[src/rtl/conv_port_pkg.sv]
package conv_port_pkg;

  typedef enum logic [1:0] {
    ST_CONV  = 2'd0,
    ST_SLEEP = 2'd1,
    ST_XFER  = 2'd2
  } port_state_t;

  typedef enum logic [1:0] {
    LD_NONE = 2'd0,
    LD_CHAN = 2'd1,
    LD_BOTH = 2'd2
  } load_sel_t;

endpackage

[src/rtl/cp_sync_edge.sv]
module cp_sync_edge #(
  parameter int          W       = 3,
  parameter int          STAGES  = 2,
  parameter logic [W-1:0] RST_VAL = '0
) (
  input  logic         clk,
  input  logic         rst,
  input  logic [W-1:0] in_i,
  output logic [W-1:0] lvl_o,
  output logic [W-1:0] rise_o,
  output logic [W-1:0] fall_o
);

  logic [STAGES-1:0][W-1:0] chain_q;
  logic [W-1:0]             prev_q;

  always_ff @(posedge clk) begin
    if (rst) begin
      for (int s = 0; s < STAGES; s++) chain_q[s] <= RST_VAL;
      prev_q <= RST_VAL;
    end else begin
      chain_q[0] <= in_i;
      for (int s = 1; s < STAGES; s++) chain_q[s] <= chain_q[s-1];
      prev_q <= chain_q[STAGES-1];
    end
  end

  assign lvl_o  = chain_q[STAGES-1];
  assign rise_o = chain_q[STAGES-1] & ~prev_q;
  assign fall_o = ~chain_q[STAGES-1] & prev_q;

endmodule

[src/rtl/cp_conv_timer.sv]
module cp_conv_timer #(
  parameter int CYC = 120
) (
  input  logic clk,
  input  logic rst,
  input  logic start_i,
  output logic done_o
);

  localparam int CW = $clog2(CYC + 1);
  localparam logic [CW-1:0] LAST = CW'(CYC - 1);

  logic [CW-1:0] cnt_q;
  logic          run_q;

  always_ff @(posedge clk) begin
    if (rst) begin
      cnt_q <= '0;
      run_q <= 1'b1;
    end else if (start_i) begin
      cnt_q <= '0;
      run_q <= 1'b1;
    end else if (run_q) begin
      if (cnt_q == LAST) run_q <= 1'b0;
      else               cnt_q <= cnt_q + 1'b1;
    end
  end

  assign done_o = run_q && (cnt_q == LAST);

endmodule

[src/rtl/cp_frame_shift.sv]
module cp_frame_shift #(
  parameter int W = 24
) (
  input  logic         clk,
  input  logic         rst,
  input  logic         load_i,
  input  logic [W-1:0] load_val_i,
  input  logic         shift_i,
  output logic         msb_o
);

  logic [W-1:0] frame_q;

  always_ff @(posedge clk) begin
    if (rst)          frame_q <= '0;
    else if (load_i)  frame_q <= load_val_i;
    else if (shift_i) frame_q <= {frame_q[W-2:0], 1'b0};
  end

  assign msb_o = frame_q[W-1];

endmodule

[src/rtl/cp_cmd_capture.sv]
module cp_cmd_capture
  import conv_port_pkg::*;
#(
  parameter int CMD_W = 8,
  parameter int IDX_W = 5
) (
  input  logic             clk,
  input  logic             rst,
  input  logic             take_i,
  input  logic [IDX_W-1:0] idx_i,
  input  logic             bit_i,
  input  load_sel_t        commit_i,
  output logic [CMD_W-1:0] chan_o,
  output logic [CMD_W-1:0] cfg_o
);

  localparam int NWORD = 2;

  logic [CMD_W-1:0] word_w [NWORD];

  for (genvar g = 0; g < NWORD; g++) begin : g_word
    localparam logic [IDX_W-1:0] LO = IDX_W'(g * CMD_W);
    localparam logic [IDX_W-1:0] HI = IDX_W'((g + 1) * CMD_W);
    logic [CMD_W-1:0] hold_q;
    always_ff @(posedge clk) begin
      if (rst)
        hold_q <= '0;
      else if (take_i && idx_i >= LO && idx_i < HI)
        hold_q <= {hold_q[CMD_W-2:0], bit_i};
    end
    assign word_w[g] = hold_q;
  end

  always_ff @(posedge clk) begin
    if (rst) begin
      chan_o <= '0;
      cfg_o  <= '0;
    end else begin
      case (commit_i)
        LD_CHAN: chan_o <= word_w[0];
        LD_BOTH: begin
          chan_o <= word_w[0];
          cfg_o  <= word_w[1];
        end
        default: ;
      endcase
    end
  end

endmodule

[src/rtl/conv_serial_port.sv]
module conv_serial_port
  import conv_port_pkg::*;
#(
  parameter int RES_W       = 21,
  parameter int CMD_W       = 8,
  parameter int CONV_CYC    = 120,
  parameter int SYNC_STAGES = 2
) (
  input  logic             clk,
  input  logic             rst,
  input  logic             csb_i,
  input  logic             sck_i,
  input  logic             sdi_i,
  input  logic             res_sign_i,
  input  logic [RES_W-1:0] res_data_i,
  output logic             sdo_o,
  output logic             sdo_oe_o,
  output logic [CMD_W-1:0] chan_o,
  output logic [CMD_W-1:0] cfg_o,
  output logic             ext_clk_o
);

  localparam int FRAME_W = RES_W + 3;
  localparam int CNT_W   = $clog2(FRAME_W + 1);
  localparam logic [CNT_W-1:0] CHAN_AT   = CNT_W'(CMD_W);
  localparam logic [CNT_W-1:0] BOTH_AT   = CNT_W'(2 * CMD_W);
  localparam logic [CNT_W-1:0] LAST_FALL = CNT_W'(FRAME_W - 1);
  localparam logic [CNT_W-1:0] MAX_RISE  = CNT_W'(FRAME_W);

  // bit 0: chip select, bit 1: serial clock, bit 2: serial data
  logic [2:0] pin_lvl, pin_rise, pin_fall;

  cp_sync_edge #(
    .W(3), .STAGES(SYNC_STAGES), .RST_VAL(3'b001)
  ) u_sync (
    .clk(clk), .rst(rst),
    .in_i({sdi_i, sck_i, csb_i}),
    .lvl_o(pin_lvl), .rise_o(pin_rise), .fall_o(pin_fall)
  );

  logic cs_lvl, cs_rise, cs_fall, sck_lvl, sck_rise, sck_fall, sdi_lvl;
  assign cs_lvl   = pin_lvl[0];
  assign cs_rise  = pin_rise[0];
  assign cs_fall  = pin_fall[0];
  assign sck_lvl  = pin_lvl[1];
  assign sck_rise = pin_rise[1];
  assign sck_fall = pin_fall[1];
  assign sdi_lvl  = pin_lvl[2];

  port_state_t      state_q, state_d;
  logic             ext_q;
  logic [CNT_W-1:0] rise_cnt_q, rise_cnt_d;
  logic [CNT_W-1:0] fall_cnt_q, fall_cnt_d;
  logic             conv_start, frame_load, frame_shift, bit_take;
  logic [CNT_W-1:0] bit_idx;
  load_sel_t        commit_sel;
  logic             tmr_done;
  logic             frame_msb;

  always_comb begin
    state_d     = state_q;
    rise_cnt_d  = rise_cnt_q;
    fall_cnt_d  = fall_cnt_q;
    conv_start  = 1'b0;
    frame_load  = 1'b0;
    frame_shift = 1'b0;
    bit_take    = 1'b0;
    commit_sel  = LD_NONE;
    case (state_q)
      ST_CONV: begin
        if (tmr_done) begin
          state_d    = ST_SLEEP;
          frame_load = 1'b1;
        end
      end
      ST_SLEEP: begin
        if (sck_rise && !cs_lvl && ext_q) begin
          state_d    = ST_XFER;
          bit_take   = 1'b1;
          rise_cnt_d = CNT_W'(1);
          fall_cnt_d = '0;
        end
      end
      ST_XFER: begin
        if (cs_rise) begin
          state_d    = ST_CONV;
          conv_start = 1'b1;
          if (fall_cnt_q >= BOTH_AT)      commit_sel = LD_BOTH;
          else if (fall_cnt_q >= CHAN_AT) commit_sel = LD_CHAN;
        end else if (sck_fall) begin
          fall_cnt_d = fall_cnt_q + 1'b1;
          if (fall_cnt_q == LAST_FALL) begin
            state_d    = ST_CONV;
            conv_start = 1'b1;
            commit_sel = LD_BOTH;
          end else begin
            frame_shift = 1'b1;
          end
        end else if (sck_rise) begin
          bit_take = 1'b1;
          if (rise_cnt_q < MAX_RISE) rise_cnt_d = rise_cnt_q + 1'b1;
        end
      end
      default: state_d = ST_CONV;
    endcase
  end

  assign bit_idx = (state_q == ST_SLEEP) ? '0 : rise_cnt_q;

  always_ff @(posedge clk) begin
    if (rst) begin
      state_q    <= ST_CONV;
      ext_q      <= 1'b1;
      rise_cnt_q <= '0;
      fall_cnt_q <= '0;
    end else begin
      state_q    <= state_d;
      rise_cnt_q <= rise_cnt_d;
      fall_cnt_q <= fall_cnt_d;
      if (cs_fall) ext_q <= ~sck_lvl;
    end
  end

  cp_conv_timer #(.CYC(CONV_CYC)) u_timer (
    .clk(clk), .rst(rst), .start_i(conv_start), .done_o(tmr_done)
  );

  cp_frame_shift #(.W(FRAME_W)) u_frame (
    .clk(clk), .rst(rst),
    .load_i(frame_load),
    .load_val_i({2'b00, res_sign_i, res_data_i}),
    .shift_i(frame_shift),
    .msb_o(frame_msb)
  );

  cp_cmd_capture #(.CMD_W(CMD_W), .IDX_W(CNT_W)) u_cmd (
    .clk(clk), .rst(rst),
    .take_i(bit_take), .idx_i(bit_idx), .bit_i(sdi_lvl),
    .commit_i(commit_sel),
    .chan_o(chan_o), .cfg_o(cfg_o)
  );

  assign sdo_o     = (state_q == ST_CONV) ? 1'b1 : frame_msb;
  assign sdo_oe_o  = ~cs_lvl;
  assign ext_clk_o = ext_q;

endmodule

[config.mk]
export PLATFORM = sky130hd
export DESIGN_NAME = conv_serial_port
export DESIGN_NICKNAME = d
export VERILOG_FILES = /design/src/rtl/conv_port_pkg.sv /design/src/rtl/cp_sync_edge.sv /design/src/rtl/cp_conv_timer.sv /design/src/rtl/cp_frame_shift.sv /design/src/rtl/cp_cmd_capture.sv /design/src/rtl/conv_serial_port.sv
export SDC_FILE = /design/constraint.sdc
export NUM_CORES = 1
export LEC_CHECK = 0
export ABC_AREA = 1
export BUFFER_PORTS_ARGS = -buffer_cell sky130_fd_sc_hd__buf_2
export CORE_ASPECT_RATIO = 1.4
export CORE_MARGIN = 5
export CORE_UTILIZATION = 55
export DETAILED_ROUTE_END_ITERATION = 6
export GPL_TIMING_DRIVEN = 0
export PLACE_DENSITY = 0.76
export SLEW_MARGIN = 20
export SYNTH_ARGS = -nofsm -noshare
export SYNTH_HDL_FRONTEND = slang
export SYNTH_SLANG_ARGS = --single-unit
[constraint.sdc]
create_clock -name clk -period 5.8 [get_ports clk]
set_clock_uncertainty 0.05 [all_clocks]
set_input_delay 0.29 -clock clk [delete_from_list [all_inputs] [get_ports clk]]
set_output_delay 0.29 -clock clk [all_outputs]
set_load 0.05 [all_outputs]
==> flow_metrics.tcl, run 1 <==
set metrics [dict create \
    outcome "complete, no violations" \
    postCtsSetupRepairBufs 0 \
    grt_pass1_wl_um 13200 \
    layout-drive-gt1-share 0.187 \
    vdd_drop_max_v 0.000136 \
    avgViaCountPerCell 4.81 \
    r2r_cells 12 \
    worstSetupEndpointType "flip-flop" \
    synthesis.area_um2 3870 \
    fin_crit_sh 0.394 \
    relSlewSlack 0.677 \
    critPathMaxFanout 10 \
    first_iter_violations 212 \
    nets 641 \
    grt_pass1_vias 3196 \
    drv_slew 0 \
    power.density_nw_per_um2 239 \
    worst_pin_slew_ps 485 \
    dr.pass1.iters 4 \
    cts_made_buffers 9 \
    ys_seq_area_frac 0.439 \
    p_leak_nw 2.26 \
    die_h_um 109 \
    die_w_um 80.9 \
    clockBufferDepth 2 \
    drt-total-wl_um 7580 \
    fin_crit_ps 2290 \
    required_ps 6040 \
    placed_area_um2 4220 \
    setup_viol 0 \
    worstSetupStartpointType "flip-flop" \
    grt_max_degree 14 \
    antenna_cells 0 \
    clockRootBuffer "clkbuf_8" \
    io_pins 46 \
    io_buffers 45 \
    track_usage 0.187 \
    core_um2 6940 \
    die_area_um2 8850 \
    critPathArrivalTime_ps 2520 \
    clk_pin_slew_worst_paths_ps 80 \
    holdPathEnd "u_sync.chain_q[0]" \
    rrSetupSlack_ps 3510 \
    clkLatencyLatePin_ps 340 \
    utilization 0.634 \
    cap_violations 0 \
    synthDistinctLibCells 28 \
    clock_sinks 85 \
    syn_to_final_growth_pct 13.5 \
    postLayoutSetupSlackWorst_ps 3510 \
    yosys_warnings 0 \
    layout_commonest_cell "nand2_1" \
    hold_viol_final 0 \
    syn_area_per_cell_um2 7.05 \
    postCtsHoldBufs 0 \
    netlist_instances 550 \
    fp-row-count 36 \
    cts_tree "done" \
    fmax_mhz 438 \
    post_drt_wl_per_cell_um 10.7 \
    htreeDepth 3 \
    antenna_found_initial 0 \
    gp_congestion 0.855 \
    ant_nets 0 \
    r2r_start "fall_cnt_q[0]" \
    finalPower_mw 1.05 \
    ys_ff_latch 85 \
    initial_utilization 0.559 \
    synth_nets 585 \
    hold_path.class "input pin to flip-flop" \
    final.setup.tns_ps 0 \
    timing.rr.end "u_cmd.chan_o[7]" \
    layout_common_cells "152 x nand2_1, 85 x dfxtp_1, 79 x nor2_1" \
    path_class "flip-flop to flip-flop" \
    final_area_um2 4400 \
    overflow 0 \
    hp-start "csb_i" \
    vias 3390 \
    ctsResizeCount 0 \
    drc_errors 0 \
    rsz0062_at_grt "false" \
    dp_slack_ps 3540 \
    post-dp-hpwl_um 5760 \
    worstHoldPathCells 2 \
]
cell families (layout without fill, tap and decap cells):
kind of cell,after synthesis,in the layout,synth area share
AOI/OAI and AO/OA,56,56,0.0739
buffers and inverters,88,148,0.102
and+or+nand+nor,307,307,0.345
adders and majority gates,8,8,0.0258
DFF,85,85,0.439
xor gates and xnor gates,6,6,0.0136
synth_stat cells:
cell	number	area (um2)
or2_2	4	25.0
ha_1	8	100
nand2_1	152	571
nor2_2	19	119
dfxtp_1	85	1700
clkbuf_1	2	7.51
and3_1	1	6.26
buf_4	3	22.5
nand3_2	5	50.1
nor3b_1	1	7.51
nor2_4	2	22.5
buf_2	7	35.0
buf_6	6	67.6
nor2_1	79	297
xnor2_1	2	17.5
buf_1	3	11.3
inv_2	5	18.8
o21bai_1	1	7.51
xor2_1	4	35.0
a21oi_1	35	175
nor3_1	3	15.0
nand2_2	3	18.8
nand4_1	1	6.26
nand4_4	1	21.3
inv_1	62	233
o311ai_0	1	8.76
o21ai_0	19	95.1
nand3_1	36	180
worst max path at each step:
| stage | startpoint | to | cells past startpoint |
|---|---|---|---|
| 6_report | fall_cnt_q[0] | u_cmd.chan_o[7] | 12 |
| 5_1_grt | fall_cnt_q[0] | u_cmd.chan_o[6] | 12 |
| 4_1_cts | fall_cnt_q[0] | u_cmd.chan_o[7] | 12 |
| 3_5_place_dp | fall_cnt_q[0] | u_cmd.chan_o[7] | 12 |
| 3_3_place_gp | fall_cnt_q[0] | u_cmd.chan_o[7] | 12 |
| 2_1_floorplan | fall_cnt_q[0] | u_cmd.chan_o[6] | 12 |
report_power, final:
| group | internal, mW | total, mW | switching [mW] |
|---|---|---|---|
| logic | 0.0217 | 0.0634 | 0.0417 |
| clock network | 0.195 | 0.393 | 0.198 |
| registers | 0.590 | 0.594 | 0.00426 |
| total | 0.806 | 1.05 | 0.244 |
metrics by stage:
stage | hold WS [ps] | cells
2_1_floorplan | 338 | 550
3_3_place_gp | 342 | 690
3_5_place_dp | 343 | 690
4_1_cts | 61.7 | 705
5_1_grt | 55.0 | 705
6_report | 76.4 | 705
state kept, by name (all words and copies together), names as in the netlist, 3 cells and up:
register / cells
u_sync.chain_q: 3
fall_cnt_q: 5
u_cmd.g_word.hold_q: 16
u_cmd.chan_o: 8
u_frame.frame_q: 24
u_timer.cnt_q: 7
u_cmd.cfg_o: 8
rise_cnt_q: 5
u_sync.lvl_o: 3
area by class of cell:
cell class | instances | area, um2
Clock inverter | 5 | 52.6
Fill cell | 670 | 2540
Multi-Input combinational cell | 377 | 1780
Buffer | 21 | 144
Sequential cell | 85 | 1700
Tap cell | 95 | 119
Timing Repair Buffer | 45 | 225
Inverter | 67 | 251
Clock buffer | 10 | 128
critical path, stage by stage (launching register included):
cell and delay [ps]:
dfxtp_1 400, ha_1 190, nand2_1 60, inv_1 120, nand3_1 110, nand2_1 70, nand2_1 80, nor2_1 100
ha_1 250, inv_1 170, buf_1 360, o21ai_0 140, a21oi_1 130
layer usage:
layer  up-vias  global-route usage  share of wire
met5         -                   0              0
met2        67               0.344           0.52
li1       1801                   -              -
met3         8              0.0434          0.051
met4         0              0.0773          0.013
met1      1514               0.203           0.42
No activity file was read; power rests on OpenSTA's default activity.
==> run 2: changes to the inputs <==
==> constraint.sdc (replaced) <==
create_clock -name clk -period 2.25 [get_ports clk]
set_clock_uncertainty 0.05 [all_clocks]
set_input_delay 0.1125 -clock clk [delete_from_list [all_inputs] [get_ports clk]]
set_output_delay 0.1125 -clock clk [all_outputs]
set_load 0.05 [all_outputs]
==> run 2 against run 1 <==
Against the previous run:
- register-to-register slack got worse by 3300 ps
- clock power grew to 2.6 times the previous value
- power grew to 2.6 times the previous value
- largest power group unchanged
- non-clock buffer count increased by 7
- critical endpoint is now u_cmd.chan_o[3]
- critical path depth stayed put
- highest routed layer unchanged
- global-route usage is 0.086 points higher
- die area stayed put
==> flow_metrics.tcl, run 2 (synthesis gave the netlist of run 1 again) <==
set metrics [dict create \
    core_um2 6940 \
    die_area_um2 8850 \
    vdd_drop_max_v 0.000348 \
    crit_path_max_incr_delay_ps 360 \
    antenna_found_initial 0 \
    rrSetupSlack_ps 200 \
    postLayoutSetupSlackWorst_ps 196 \
    setup_viol 0 \
    overflow 0 \
    die_w_um 80.9 \
    fmax_mhz 487 \
    drv_slew 0 \
    relSlewSlack 0.682 \
    hold_viol_final 0 \
    worstSetupStartpointType "flip-flop" \
    crit_buf_inv 3 \
    drc_errors 0 \
    multiInputGateArea_um2 1780 \
    clk_pin_slew_worst_paths_ps 80 \
    r2r_cells 12 \
    clkPwrFrac 0.374 \
    intPower_mw 2.08 \
    nFillCells 665 \
    regMostFlops "u_frame.frame_q" \
    r2r_start "fall_cnt_q[0]" \
    avgViaCountPerCell 4.79 \
    power.density_nw_per_um2 607 \
    rsz0062_at_grt "false" \
    hp-start "res_data_i[19]" \
    gp_congestion 0.855 \
    fin_crit_ps 2050 \
    dp_slack_ps -12.2 \
    final.setup.tns_ps 0 \
    io_pins 46 \
    worst_pin_slew_ps 478 \
    final-seq-area_um2 1700 \
    required_ps 2440 \
    slowest_stage "ha_2" \
    grt_pass1_vias 3219 \
    stdcell_count 712 \
    layout_common_cells "152 x nand2_1, 85 x dfxtp_1, 79 x nor2_1" \
    syn_to_final_growth_pct 15.4 \
    reg_top3 "u_frame.frame_q: 24 flops, u_cmd.g_word.hold_q: 16 flops" \
    layout-drive-gt1-share 0.196 \
    crit_top_cell "nand2_1" \
    post-dp-hpwl_um 5760 \
    timing.rr.end "u_cmd.chan_o[3]" \
    whs_ps 20.9 \
    critPathArrivalTime_ps 2240 \
    die_h_um 109 \
    layout_commonest_cell "nand2_1" \
    holdPathEnd "u_frame.frame_q[19]" \
    first_iter_violations 200 \
    hold_path.class "input pin to flip-flop" \
    cts_made_buffers 9 \
    largest_reg_flops 24 \
    p_sw_mw 0.631 \
    clockBufferDepth 2 \
    clkLatencyLatePin_ps 340 \
    antenna_cells 0 \
    nets 648 \
    htreeDepth 3 \
    fp-row-count 36 \
    worstHoldPathCells 5 \
    worstSetupEndpointType "flip-flop" \
    initial_utilization 0.559 \
    clockRootBuffer "clkbuf_8" \
    combinationalPowerShare 0.062 \
    worstPathCellList "ha_1 > nand2_1 > inv_1 > nand3_1 > nand2_1 > nand2_1 > nor2_1 > ha_2 > clkinvlp_4 > buf_4 > o21ai_0 > a21oi_1" \
    clock_sinks 85 \
    post_drt_wl_per_cell_um 10.7 \
    cap_violations 0 \
    cts_tree "done" \
    track_usage 0.188 \
    path_depth 12 \
    placed_cells 690 \
    dr.pass1.iters 4 \
    grt_pass1_wl_um 13200 \
    path_class "flip-flop to flip-flop" \
    vias 3407 \
    fin_crit_sh 0.913 \
    drt-total-wl_um 7600 \
    p_sw_frac 0.233 \
    ant_nets 0 \
    seqPwrFrac 0.564 \
    critPathMaxFanout 8 \
    p_leak_nw 2.29 \
    outcome "complete, no violations" \
    io_buffers 45 \
    cpLargestDelayFamily "adder cells" \
    grt_max_degree 17 \
]
==> run 2: worst max path at each step <==
stage,end,start
finish,u_cmd.chan_o[3],fall_cnt_q[0]
detailed placement,u_cmd.chan_o[7],fall_cnt_q[0]
global route,u_cmd.chan_o[3],fall_cnt_q[0]
floorplan,u_cmd.chan_o[6],fall_cnt_q[0]
CTS,u_cmd.cfg_o[7],fall_cnt_q[0]
global placement,u_cmd.chan_o[7],fall_cnt_q[0]
==> run 2: what timing repair did <==
action                     CTS  global route
buffers inserted             0             4
pin swaps                    0             0
setup endpoints to repair    2            16
hold endpoints to repair     4             0
hold buffers                 4             0
gates resized for setup      0             5
==> run 2: through the flow <==
stage          cell area (um2)  utilization  total power, mW
2_1_floorplan             3870            -             1.67
3_3_place_gp              4220        0.608             1.73
3_5_place_dp              4220        0.608             1.73
4_1_cts                   4440        0.639             2.75
5_1_grt                   4470        0.645             2.84
6_report                  4470        0.645             2.71
==> run 2: cell type report <==
type | instances | area share
multi-input combinational | 377 | 0.398
sequential | 85 | 0.380
timing repair buffer | 53 | 0.0660
inverter | 67 | 0.0571
buffer | 20 | 0.0316
clock buffer | 10 | 0.0285
tap | 95 | 0.0266
clock inverter | 5 | 0.0117
==> run 2: worst min-delay path: stages <==
cell and delay [ps]:
buf_2 80, nor2_2 30, nor2_1 70, nand2_1 50
inv_1 40
==> run 2: per-layer routing <==
| layer | vias up | wire length [um] | track usage | part of all wire |
|---|---|---|---|---|
| li1 | 1813 | - | - | - |
| met1 | 1514 | 3170 | 0.203 | 0.42 |
| met2 | 68 | 3960 | 0.348 | 0.52 |
| met3 | 12 | 302 | 0.0410 | 0.040 |
| met4 | 0 | 158 | 0.0797 | 0.021 |
| met5 | - | 0 | 0 | 0 |
==> run 2: power by group through the flow <==
| stage | clock, mW | sequential (mW) | combinational, mW |
|---|---|---|---|
| 2_1_floorplan | 0 | 1.58 | 0.0975 |
| 3_3_place_gp | 0 | 1.57 | 0.162 |
| 3_5_place_dp | 0 | 1.57 | 0.165 |
| 4_1_cts | 1.05 | 1.53 | 0.170 |
| 5_1_grt | 1.12 | 1.53 | 0.189 |
| 6_report | 1.01 | 1.53 | 0.169 |
==> run 3: changes to the inputs <==
--- a/config.mk
+++ b/config.mk
@@ -8,7 +8,7 @@
 export ABC_AREA = 1
 export BUFFER_PORTS_ARGS = -buffer_cell sky130_fd_sc_hd__buf_2
 export CORE_ASPECT_RATIO = 1.4
-export CORE_MARGIN = 5
+export CORE_MARGIN = 3
 export CORE_UTILIZATION = 55
 export DETAILED_ROUTE_END_ITERATION = 6
 export GPL_TIMING_DRIVEN = 0
==> run 3 against run 2 <==
Against the previous run:
- die area decreased by 8.4%
- maximum frequency is 1.5% higher
- combinational power grew 7%
- worst setup slack improved by 30 ps
- count of clock-buffer cells in the layout unchanged
- sequential power barely moved
- sequential share of layout area fell by 0.74 points
- wire length increased by 3.6%
- register-to-register slack better by 30 ps
- critical endpoint is now u_cmd.chan_o[7]
==> flow_metrics.tcl, run 3 (synthesis gave the netlist of run 1 again) <==
set metrics [dict create \
    largest_reg_flops 24 \
    clockRootBuffer "clkbuf_8" \
    relSlewSlack 0.671 \
    post_drt_wl_per_cell_um 11.0 \
    die_h_um 105 \
    layout_commonest_cell "nand2_1" \
    gp_congestion 0.805 \
    io_buffers 45 \
    final.setup.tns_ps 0 \
    regMostFlops "u_frame.frame_q" \
    clk_pin_slew_worst_paths_ps 90 \
    grt_pass1_vias 3338 \
    setup_viol 0 \
    critPathArrivalTime_ps 2260 \
    p_leak_nw 2.33 \
    cap_violations 0 \
    critPathMaxFanout 10 \
    fmax_mhz 494 \
    layout-drive-gt1-share 0.191 \
    antenna_found_initial 0 \
    cts_made_buffers 9 \
    layout_common_cells "152 x nand2_1, 85 x dfxtp_1, 79 x nor2_1" \
    worst_pin_slew_ps 494 \
    worstSetupEndpointType "flip-flop" \
    rrSetupSlack_ps 230 \
    path_class "flip-flop to flip-flop" \
    io_pins 46 \
    vdd_drop_max_v 0.000476 \
    clkLatencyLatePin_ps 350 \
    clock_sinks 85 \
    avgViaCountPerCell 4.83 \
    dr.pass1.iters 5 \
    postLayoutSetupSlackWorst_ps 226 \
    cts_tree "done" \
    post-dp-hpwl_um 5690 \
    reg_top3 "u_frame.frame_q: 24 flops, u_cmd.g_word.hold_q: 16 flops" \
    vias 3452 \
    antenna_cells 0 \
    hold_viol_final 0 \
    required_ps 2490 \
    worstSetupStartpointType "flip-flop" \
    track_usage 0.209 \
    grt_pass1_wl_um 13900 \
    nets 652 \
    whs_ps 16.9 \
    drv_slew 0 \
    power.density_nw_per_um2 643 \
    crit_path_max_incr_delay_ps 400 \
    die_area_um2 8100 \
    core_um2 6700 \
    crit_top_cell "nand2_1" \
    worstPathCellList "ha_1 > nand2_1 > inv_1 > nand3_1 > nand2_1 > nand2_1 > nor2_1 > ha_1 > inv_2 > clkbuf_4 > o21ai_0 > a21oi_1" \
    fin_crit_sh 0.899 \
    dp_slack_ps 5.34 \
    htreeDepth 3 \
    syn_to_final_growth_pct 17.7 \
    fp-row-count 35 \
    outcome "complete, no violations" \
    initial_utilization 0.578 \
    hold_path.class "input pin to flip-flop" \
    rsz0062_at_grt "false" \
    slowest_stage "dfxtp_1" \
    drc_errors 0 \
    overflow 0 \
    clockBufferDepth 2 \
    grt_max_degree 16 \
    ant_nets 0 \
    fin_crit_ps 2020 \
    first_iter_violations 156 \
    die_w_um 76.9 \
    drt-total-wl_um 7870 \
]
==> run 3: cell types whose count changed in the layout (fill, tap and decap cells not counted), moves of 2 or more <==
cell           change
buf_4              -4
clkinv_2           -3
clkinv_4           +2
dlygate4sd3_1      +7
==> run 3: final timing paths <==
path | to | depth (start not counted) | startpoint
setup reg to reg | u_cmd.chan_o[7] | 12 | fall_cnt_q[0]
setup / recovery | u_cmd.chan_o[7] | 12 | fall_cnt_q[0]
hold reg to reg | u_sync.lvl_o[2] | 2 | u_sync.chain_q[2]
hold / removal | u_frame.frame_q[15] | 5 | res_data_i[15]
==> run 3: final cells by class <==
class	instances	area, um2
timing repair buffer	56	335
clock inverter	6	93.8
multi-input combinational	377	1780
clock buffer	10	138
fill	578	2140
inverter	67	251
buffer	21	149
sequential	85	1700
tap	92	115
==> run 3: where the power goes <==
| group | internal [mW] | leakage [nW] | switching (mW) | total (mW) |
|---|---|---|---|---|
| sequential | 1.52 | 0.687 | 0.0110 | 1.53 |
| combinational | 0.0688 | 1.53 | 0.112 | 0.181 |
| clock | 0.663 | 0.113 | 0.558 | 1.22 |
| total | 2.25 | 2.33 | 0.681 | 2.93 |
==> run 3: critical path: cells and delay by family, from the launching register on <==
family,cells,cell delay (ps)
adder cells (fa/ha/maj),2,440
buffers and inverters,3,430
AND/OR/NAND/NOR,5,410
flip-flops,1,400
AO/OA/AOI/OAI,2,230
==> run 3: metrics by stage <==
stage,utilization,power (mW),area (um2),instances
6_report,0.681,2.93,4560,714
5_1_grt,0.681,3.04,4560,714
4_1_cts,0.680,2.96,4560,714
3_5_place_dp,0.629,1.73,4220,687
3_3_place_gp,0.629,1.73,4220,687
2_1_floorplan,-,1.67,3870,550
==> run 3: timing repair <==
item,CTS,global route
hold buffers,11,0
gates resized for setup,0,6
setup buffers,0,0
endpoints found under the hold margin,11,0
setup endpoints to repair,0,10
==> run 3: layer usage <==
layer  part of all wire  wire (um)  GRT usage
met2               0.53       4190      0.393
met3              0.035        278     0.0410
met4              0.017        134     0.0920
met1               0.41       3260      0.221
met5                  0          0          0
